===== config.mk =====
export PLATFORM = sky130hd
export DESIGN_NAME = pm_mode_ctrl
export DESIGN_NICKNAME = d
export VERILOG_FILES = /design/src/rtl/pm_pkg.sv /design/src/rtl/pm_wake_detect.sv /design/src/rtl/pm_mode_fsm.sv /design/src/rtl/pm_osc_ctrl.sv /design/src/rtl/pm_mode_ctrl.sv
export SDC_FILE = /design/constraint.sdc
export NUM_CORES = 1
export LEC_CHECK = 0
export CAP_MARGIN = 20
export CORE_MARGIN = 4
export CORE_UTILIZATION = 40
export CTS_CLUSTER_SIZE = 20
export DETAILED_ROUTE_END_ITERATION = 12
export PLACE_DENSITY = 0.75
export SLEW_MARGIN = 20
export SYNTH_ARGS = -nofsm -noshare
export SYNTH_HDL_FRONTEND = slang
export SYNTH_SLANG_ARGS = --single-unit

===== constraint.sdc =====
create_clock -name clk_i -period 1.68 [get_ports clk_i]
set_input_delay 0.336 -clock clk_i [delete_from_list [all_inputs] [get_ports clk_i]]
set_output_delay 0.336 -clock clk_i [all_outputs]
set_load 0.02 [all_outputs]

===== src/rtl/pm_pkg.sv =====
package pm_pkg;
  localparam int CSEL_W = 2;
  localparam logic [CSEL_W-1:0] CSEL_INTOSC = '0;

  typedef enum logic [1:0] {
    PM_RUN   = 2'd0,
    PM_IDLE  = 2'd1,
    PM_SLEEP = 2'd2
  } pm_mode_e;

  typedef enum logic [1:0] {
    WAKE_NONE   = 2'd0,
    WAKE_VEC    = 2'd1,
    WAKE_RESUME = 2'd2
  } wake_act_e;
endpackage


===== src/rtl/pm_wake_detect.sv =====
module pm_wake_detect #(
  parameter int N_IRQ = 8
) (
  input  logic [N_IRQ-1:0] irq_en_i,
  input  logic [N_IRQ-1:0] irq_flag_i,
  input  logic             gie_i,
  input  logic             wdt_to_i,
  output pm_pkg::wake_act_e act_o
);
  import pm_pkg::*;

  logic [N_IRQ-1:0] hit;
  logic             irq_wake;

  for (genvar i = 0; i < N_IRQ; i++) begin : g_src
    assign hit[i] = irq_en_i[i] & irq_flag_i[i];
  end

  assign irq_wake = |hit;

  // interrupt outranks watchdog
  always_comb begin
    if (irq_wake)      act_o = gie_i ? WAKE_VEC : WAKE_RESUME;
    else if (wdt_to_i) act_o = WAKE_RESUME;
    else               act_o = WAKE_NONE;
  end
endmodule


===== src/rtl/pm_mode_fsm.sv =====
module pm_mode_fsm (
  input  logic                      clk_i,
  input  logic                      rst_ni,
  input  logic                      sleep_i,
  input  logic                      idle_en_i,
  input  logic                      wdt_to_i,
  input  logic [pm_pkg::CSEL_W-1:0] csel_i,
  input  pm_pkg::wake_act_e         act_i,
  output pm_pkg::pm_mode_e          mode_o,
  output logic [pm_pkg::CSEL_W-1:0] csel_o,
  output logic                      vec_o,
  output logic                      resume_o,
  output logic                      wdt_rst_o
);
  import pm_pkg::*;

  pm_mode_e          mode_q;
  logic [CSEL_W-1:0] csel_q;
  logic              vec_q, resume_q, wdt_rst_q;

  always_ff @(posedge clk_i or negedge rst_ni) begin
    if (!rst_ni) begin
      mode_q    <= PM_RUN;
      csel_q    <= CSEL_INTOSC;
      vec_q     <= 1'b0;
      resume_q  <= 1'b0;
      wdt_rst_q <= 1'b0;
    end else begin
      vec_q     <= 1'b0;
      resume_q  <= 1'b0;
      wdt_rst_q <= 1'b0;
      if (mode_q == PM_RUN) begin
        csel_q <= csel_i;
        if (wdt_to_i) wdt_rst_q <= 1'b1;
        else if (sleep_i) mode_q <= idle_en_i ? PM_IDLE : PM_SLEEP;
      end else if (act_i != WAKE_NONE) begin
        mode_q   <= PM_RUN;
        vec_q    <= (act_i == WAKE_VEC);
        resume_q <= (act_i == WAKE_RESUME);
      end
    end
  end

  assign mode_o    = mode_q;
  assign csel_o    = csel_q;
  assign vec_o     = vec_q;
  assign resume_o  = resume_q;
  assign wdt_rst_o = wdt_rst_q;

  AST_IDLE_ENTRY: assert property (@(posedge clk_i) disable iff (!rst_ni)
    (mode_q == PM_RUN && sleep_i && !wdt_to_i && idle_en_i) |=> (mode_q == PM_IDLE));
  AST_SLEEP_ENTRY: assert property (@(posedge clk_i) disable iff (!rst_ni)
    (mode_q == PM_RUN && sleep_i && !wdt_to_i && !idle_en_i) |=> (mode_q == PM_SLEEP));
  AST_WAKE_RUN: assert property (@(posedge clk_i) disable iff (!rst_ni)
    (mode_q != PM_RUN && act_i != WAKE_NONE) |=> (mode_q == PM_RUN));
  AST_STROBE_EXCL: assert property (@(posedge clk_i) disable iff (!rst_ni)
    !(vec_q && resume_q));
  AST_STROBE_PULSE: assert property (@(posedge clk_i) disable iff (!rst_ni)
    (vec_q || resume_q) |=> !(vec_q || resume_q));
  AST_WDT_RUN: assert property (@(posedge clk_i) disable iff (!rst_ni)
    (mode_q == PM_RUN && wdt_to_i) |=> (wdt_rst_q && mode_q == PM_RUN));
  AST_CSEL_HOLD: assert property (@(posedge clk_i) disable iff (!rst_ni)
    (mode_q != PM_RUN) |=> $stable(csel_q));
  AST_IGNORE_SLEEP: assert property (@(posedge clk_i) disable iff (!rst_ni)
    (mode_q != PM_RUN && act_i == WAKE_NONE) |=> $stable(mode_q));
endmodule


===== src/rtl/pm_osc_ctrl.sv =====
module pm_osc_ctrl #(
  parameter int OST_CYCLES = 1024
) (
  input  logic                      clk_i,
  input  logic                      rst_ni,
  input  pm_pkg::pm_mode_e          mode_i,
  input  logic [pm_pkg::CSEL_W-1:0] csel_i,
  input  logic                      wdt_en_i,
  input  logic                      fscm_en_i,
  output logic                      pri_osc_en_o,
  output logic                      int_osc_en_o,
  output logic                      osc_stable_o
);
  import pm_pkg::*;

  localparam int CNT_W = (OST_CYCLES < 2) ? 1 : $clog2(OST_CYCLES);

  logic awake;
  logic stable_q;

  assign awake        = (mode_i != PM_SLEEP);
  assign pri_osc_en_o = awake && (csel_i != CSEL_INTOSC);
  // monitors keep the internal source alive in any mode
  assign int_osc_en_o = (awake && (csel_i == CSEL_INTOSC)) || wdt_en_i || fscm_en_i;
  assign osc_stable_o = stable_q && pri_osc_en_o;

  if (OST_CYCLES == 0) begin : g_no_ost
    always_ff @(posedge clk_i or negedge rst_ni) begin
      if (!rst_ni) stable_q <= 1'b0;
      else         stable_q <= pri_osc_en_o;
    end
  end else begin : g_ost
    logic [CNT_W-1:0] cnt_q;
    always_ff @(posedge clk_i or negedge rst_ni) begin
      if (!rst_ni) begin
        cnt_q    <= '0;
        stable_q <= 1'b0;
      end else if (!pri_osc_en_o) begin
        cnt_q    <= '0;
        stable_q <= 1'b0;
      end else if (!stable_q) begin
        if (cnt_q == CNT_W'(OST_CYCLES - 1)) stable_q <= 1'b1;
        else                                 cnt_q    <= cnt_q + 1'b1;
      end
    end
  end

  AST_STABLE_LATE: assert property (@(posedge clk_i) disable iff (!rst_ni)
    $rose(pri_osc_en_o) |-> !osc_stable_o);
  AST_SOURCE_AWAKE: assert property (@(posedge clk_i) disable iff (!rst_ni)
    awake |-> (pri_osc_en_o || int_osc_en_o));
endmodule


===== src/rtl/pm_mode_ctrl.sv =====
module pm_mode_ctrl #(
  parameter int N_IRQ      = 8,
  parameter int OST_CYCLES = 1024
) (
  input  logic             clk_i,
  input  logic             rst_ni,
  input  logic             sleep_i,
  input  logic             idle_en_i,
  input  logic [1:0]       csel_i,
  input  logic [N_IRQ-1:0] irq_en_i,
  input  logic [N_IRQ-1:0] irq_flag_i,
  input  logic             gie_i,
  input  logic             wdt_to_i,
  input  logic             wdt_en_i,
  input  logic             fscm_en_i,
  output logic             cpu_clk_en_o,
  output logic             per_clk_en_o,
  output logic             pri_osc_en_o,
  output logic             int_osc_en_o,
  output logic             osc_stable_o,
  output logic [1:0]       csel_o,
  output logic             wake_vec_o,
  output logic             wake_resume_o,
  output logic             wdt_rst_o
);
  import pm_pkg::*;

  wake_act_e         act;
  pm_mode_e          mode;
  logic [CSEL_W-1:0] csel;

  pm_wake_detect #(.N_IRQ(N_IRQ)) u_wake (
    .irq_en_i  (irq_en_i),
    .irq_flag_i(irq_flag_i),
    .gie_i     (gie_i),
    .wdt_to_i  (wdt_to_i),
    .act_o     (act)
  );

  pm_mode_fsm u_fsm (
    .clk_i    (clk_i),
    .rst_ni   (rst_ni),
    .sleep_i  (sleep_i),
    .idle_en_i(idle_en_i),
    .wdt_to_i (wdt_to_i),
    .csel_i   (csel_i),
    .act_i    (act),
    .mode_o   (mode),
    .csel_o   (csel),
    .vec_o    (wake_vec_o),
    .resume_o (wake_resume_o),
    .wdt_rst_o(wdt_rst_o)
  );

  pm_osc_ctrl #(.OST_CYCLES(OST_CYCLES)) u_osc (
    .clk_i       (clk_i),
    .rst_ni      (rst_ni),
    .mode_i      (mode),
    .csel_i      (csel),
    .wdt_en_i    (wdt_en_i),
    .fscm_en_i   (fscm_en_i),
    .pri_osc_en_o(pri_osc_en_o),
    .int_osc_en_o(int_osc_en_o),
    .osc_stable_o(osc_stable_o)
  );

  assign cpu_clk_en_o = (mode == PM_RUN);
  assign per_clk_en_o = (mode != PM_SLEEP);
  assign csel_o       = csel;

  AST_CPU_OFF_HOLD: assert property (@(posedge clk_i) disable iff (!rst_ni)
    (!cpu_clk_en_o && !wdt_to_i && !(|(irq_en_i & irq_flag_i))) |=> !cpu_clk_en_o);
endmodule


## Yosys cells after proc, flatten, opt, wreduce, memory -nomap -nowiden

Cells that the tools add are included.

- Input bits: 26
- Register bits: 18
- Output and inout port bits: 10

- Bitwise logic cells: 8
- Add/subtract/negate cells: 1
- Reductions and logical operators: 13
- Equality and inequality tests: 8
- Multiplexer cells: 20

Operator list:

| cell | number |
|---|---|
| $mux W10 | 3 |
| $mux W2 | 8 |
| $add A10 B1 Y10 const B | 1 |
| $eq A10 B10 Y1 const B | 1 |
| $ne A2 B2 Y1 const B | 5 |
| $mux W1 | 9 |
| $and A1 B1 Y1 | 8 |
| $reduce_or A8 Y1 | 1 |
| $reduce_bool A2 Y1 | 3 |
| $logic_not A2 Y1 | 2 |
| $logic_and A1 B1 Y1 | 3 |
| $reduce_and A3 Y1 | 1 |
| $eq A2 B1 Y1 const B | 1 |
| $eq A2 B2 Y1 const B | 1 |
| $logic_or A1 B1 Y1 | 2 |
| $reduce_and A2 Y1 | 1 |

## Longest topological paths before layout

- Depth in word-level cells: 6
- Mapped depth: 5
- Depth with buffers taken out: 5

## Cells and area by module

Synthesis repeated with hierarchy kept, for this count alone.

- Cell total of the unflattened synthesis: 91
- Area total of the unflattened synthesis: 977.2 um^2

By module, submodules not included:

| module | cells an instance | times used | area an instance (um^2) | sequential area each (um^2) |
|---|---|---|---|---|
| pm_osc_ctrl | 63 | 1 | 633.1 | 275.3 |
| pm_mode_fsm | 18 | 1 | 272.8 | 175.2 |
| pm_wake_detect | 8 | 1 | 61.3 | 0.0 |
| pm_mode_ctrl | 2 | 1 | 10.0 | 0.0 |

## Worst setup path after synthesis

OpenSTA, ideal clock, no wires.

- Path type: flip-flop to output port
- Start: register u_fsm.mode_q[0] (netlist: u_fsm.mode_o[0])
- End: output osc_stable_o
- Slack: 0.093 ns
- Arrival time: 1.251 ns
- Buffers on the path: 1
- Stages on the path, launching flop included: 5
- Cell sequence: dfrtp_1 > nand2b_1 > o21ai_0 > buf_2 > nor2_1

- Cells in the longest elaborated chain, start to end: 3

RTL lines:

| element | RTL line | RTL |
|---|---|---|
| start, declared | pm_mode_fsm.sv:17 | `pm_mode_e mode_q;` |
| start signal, assigned | pm_mode_fsm.sv:35 | `else if (sleep_i) mode_q <= idle_en_i ? PM_IDLE : PM_SLEEP;` |
| $ne A2 B2 Y1 | - |  |
| named net per_clk_en_o | pm_mode_ctrl.sv:17 | `output logic per_clk_en_o,` |
| $logic_and A1 B1 Y1 | pm_osc_ctrl.sv:22 | `assign pri_osc_en_o = awake && (csel_i != CSEL_INTOSC);` |
| $logic_and A1 B1 Y1 | pm_osc_ctrl.sv:25 | `assign osc_stable_o = stable_q && pri_osc_en_o;` |
| end, declared | pm_mode_ctrl.sv:20 | `output logic osc_stable_o,` |

The timed path passes the listed nets, and every way through them passes these cells.

## Worst setup path after layout

- Start: register u_fsm.csel_q[0] (netlist: u_fsm.csel_o[0])
- End: output int_osc_en_o

- Cells in the longest elaborated chain, start to end: 4

RTL lines:

| element | RTL line | RTL |
|---|---|---|
| start, declared | pm_mode_fsm.sv:18 | `logic [CSEL_W-1:0] csel_q;` |
| start signal, assigned | pm_mode_fsm.sv:33 | `csel_q <= csel_i;` |
| $logic_not A2 Y1 | pm_osc_ctrl.sv:24 | `assign int_osc_en_o = (awake && (csel_i == CSEL_INTOSC)) \|\| wdt_en_i \|\| fscm_en_i;` |
| $logic_and A1 B1 Y1 | pm_osc_ctrl.sv:24 |  |
| $logic_or A1 B1 Y1 (2 in a row) | pm_osc_ctrl.sv:24 |  |
| end, declared | pm_mode_ctrl.sv:19 | `output logic int_osc_en_o,` |

Every way passes these cells.

==> flow_metrics.py <==
metrics = {
    "setup_path": {
        "path_max_fanout": 3,
        "cpPeakStageDelay_ns": 0.38,
        "path_class": "flip-flop to output port",
        "reg2reg_from": "u_osc.g_ost.cnt_q[0]",
        "cp.required_ns": 1.34,
        "cpLargestDelayFamily": "flip-flops",
        "reg2reg_depth": 5,
        "cp.arrival_ns": 1.26,
        "rrSetupSlack_ns": 0.15,
        "cpMaxStageDelayCell": "dfrtp_1",
        "r2r-end": "u_osc.g_ost.cnt_q[9]",
        "path_depth": 4,
        "crit_path_cell_trace": "buf_4 -> nor2_1 -> a211o_1 -> buf_2",
        "end_kind": "output port",
        "path_buf_inv": 2,
        "start_kind": "flip-flop",
    },
    "placement": {
        "dp_slack_ns": -0.189,
        "place_area_sq_mm": 0.00135,
        "place_congestion": 0.758,
        "dp.cells": 155,
        "io_buffer_count": 35,
        "dp_hpwl_um": 1830,
    },
    "cts": {
        "root_buffer": "clkbuf_4",
        "cts_tree": "yes",
        "holdBufCountCts": 0,
        "cts_inserted_buffers": 3,
        "cts_resized": 19,
        "ctsHtreeMaxLevel": 1,
        "clk_latency_ns": 0.30,
        "clkTransAtPathRegs_ns": 0.11,
        "post_cts_buffers": 0,
        "clockBufferDepth": 2,
        "cts.sinks": 18,
    },
    "sta": {
        "finalCritPeriodShare": 0.953,
        "worst_pin_slew_ns": 0.356,
        "setup_violations": 0,
        "maxSlewViolCount": 0,
        "holdWs_ns": 0.354,
        "final_hold_viol_count": 0,
        "fmax_mhz": 625,
        "timing.slew.headroom": 0.760,
        "fin_skew_ns": 0.00785,
        "period_needed_ns": 1.60,
        "fin_tns_setup_ns": 0,
        "setup_ws_ns": 0.0793,
        "rsz0062_at_grt": "no",
    },
    "layout": {
        "finalInstanceArea_sq_mm": 0.00138,
        "final_common_cell": "clkdlybuf4s50_1",
        "final_util": 0.628,
        "areaGrowthSynthToFinish_pct": 50.9,
        "regArea_sq_um": 450,
        "fill_cells": 199,
        "num-nets-final": 159,
        "multiInputGateArea_sq_um": 449,
        "drive_gt1_frac": 0.198,
        "fin_cells": 159,
        "final_cell_mix": "clkdlybuf4s50_1, dfrtp_1, nor2_1",
        "diodes": 0,
    },
    "outcome": {
        "status": "complete, no violations",
    },
    "floorplanning": {
        "die_h_um": 55.8,
        "core_area_sq_mm": 0.00219,
        "boundaryPins": 36,
        "die_x_um": 55.8,
        "rows": 17,
        "die_area_sq_mm": 0.00311,
        "start_util": 0.416,
    },
    "yosys": {
        "syn_area_sq_um": 912,
        "yosys_warnings": 0,
        "synth.avg_cell_area_sq_um": 10.7,
        "synth_cell_types": 36,
        "synth_cells": 85,
        "ys_seq_elements": 18,
        "syn_nets": 112,
        "ys_seq_area_frac": 0.494,
    },
    "drt": {
        "drtAntennaViolNets": 0,
        "drc": 0,
        "wl_per_cell_um": 14.7,
        "vias_per_cell": 5.37,
        "wirelength_um": 2330,
        "dr_total_vias": 854,
        "dr.pass1.iters": 4,
        "drt_iter0_markers": 14,
    },
    "grt": {
        "grt_max_degree": 19,
        "grt_pass1_wl_um": 3840,
        "antenna_found_initial": 0,
        "grt_pass1_vias": 891,
        "grt_overflow": 0,
        "grt_usage": 0.159,
    },
    "power_and_ir_drop": {
        "power_density_mw_per_mm2": 777,
        "power_mw": 1.07,
        "power.static_leakage_nw": 0.605,
        "ir_drop_v": 0.000396,
    },
    "job": {
        "maxCapViolCount": 0,
    },
    "min_path": {
        "hp-class": "input pin to asynchronous set/reset pin",
    },
}
where the power goes:
group	switching [mW]	total, mW	internal [mW]	leakage [nW]
Clock	0.140	0.273	0.132	0.0210
Combinational	0.126	0.276	0.149	0.345
Sequential	0.0419	0.520	0.478	0.239
area by class of cell:
| class | instances | area share |
|---|---|---|
| clock buffers | 4 | 0.0264 |
| well taps | 28 | 0.0255 |
| multi-input cells | 62 | 0.326 |
| repair buffers | 44 | 0.286 |
| flip-flops and latches | 18 | 0.327 |
| inverters | 3 | 0.00818 |
worst max-delay path by stage:
stage	start	endpoint	slack [ns]
after global placement	wdt_en_i	int_osc_en_o	-0.18
after detailed placement	wdt_en_i	int_osc_en_o	-0.19
after global routing	u_fsm.csel_o[1]	int_osc_en_o	0.01
after floorplan	u_fsm.mode_o[0]	osc_stable_o	0.09
final	u_fsm.csel_o[0]	int_osc_en_o	0.08
after CTS	u_fsm.mode_o[1]	cpu_clk_en_o	0.008
state kept, by name (all words and copies together) (netlist names):
name and count:
u_osc.g_ost.cnt_q 10, u_fsm.csel_o 2, u_fsm.mode_o 2, u_fsm.resume_o 1, u_fsm.vec_o 1, u_fsm.wdt_rst_o 1
u_osc.stable_q 1
synthesized netlist by cell type, drive strengths merged:
| master | number | area (sq um) |
|---|---|---|
| dfrtp | 18 | 450 |
| nor2 | 12 | 45.0 |
| nand4 | 5 | 31.3 |
| a22oi | 4 | 30.0 |
| nand2 | 4 | 15.0 |
| inv | 3 | 11.3 |
| o21ai | 3 | 15.0 |
| xor2 | 3 | 26.3 |
| a211o | 2 | 17.5 |
| a21oi | 2 | 13.8 |
| a41oi | 2 | 32.5 |
| and4 | 2 | 20.0 |
| buf | 2 | 12.5 |
| mux2 | 2 | 22.5 |
| mux2i | 2 | 20.0 |
| nand2b | 2 | 12.5 |
| nand3 | 2 | 15.0 |
| a211oi | 1 | 7.51 |
| a2bb2oi | 1 | 8.76 |
| a32oi | 1 | 8.76 |
| and2 | 1 | 6.26 |
| and3 | 1 | 6.26 |
| and4b | 1 | 10.0 |
| ha | 1 | 12.5 |
| nand3b | 1 | 7.51 |
| nor3 | 1 | 5.00 |
| nor3b | 1 | 7.51 |
| o2111ai | 1 | 8.76 |
| o311ai | 1 | 8.76 |
| o41ai | 1 | 8.76 |
| or3 | 1 | 6.26 |
| xnor2 | 1 | 8.76 |
logic make-up after synthesis:
group,share of synthesized area
buffers and inverters,0.0261
muxes,0.0466
AOI/OAI and AO/OA,0.176
and+or+nand+nor,0.206
DFF,0.494
xor gates and xnor gates,0.0384
adders and majority gates,0.0137
metal layers:
layer,GRT usage,vias to the layer above,share of wire
met4,0.0729,0,0.011
met3,0.0441,4,0.080
li1,-,411,-
met2,0.289,32,0.52
met5,0,-,0
met1,0.167,407,0.39
Note: power is estimated with default switching activity, not from simulation.
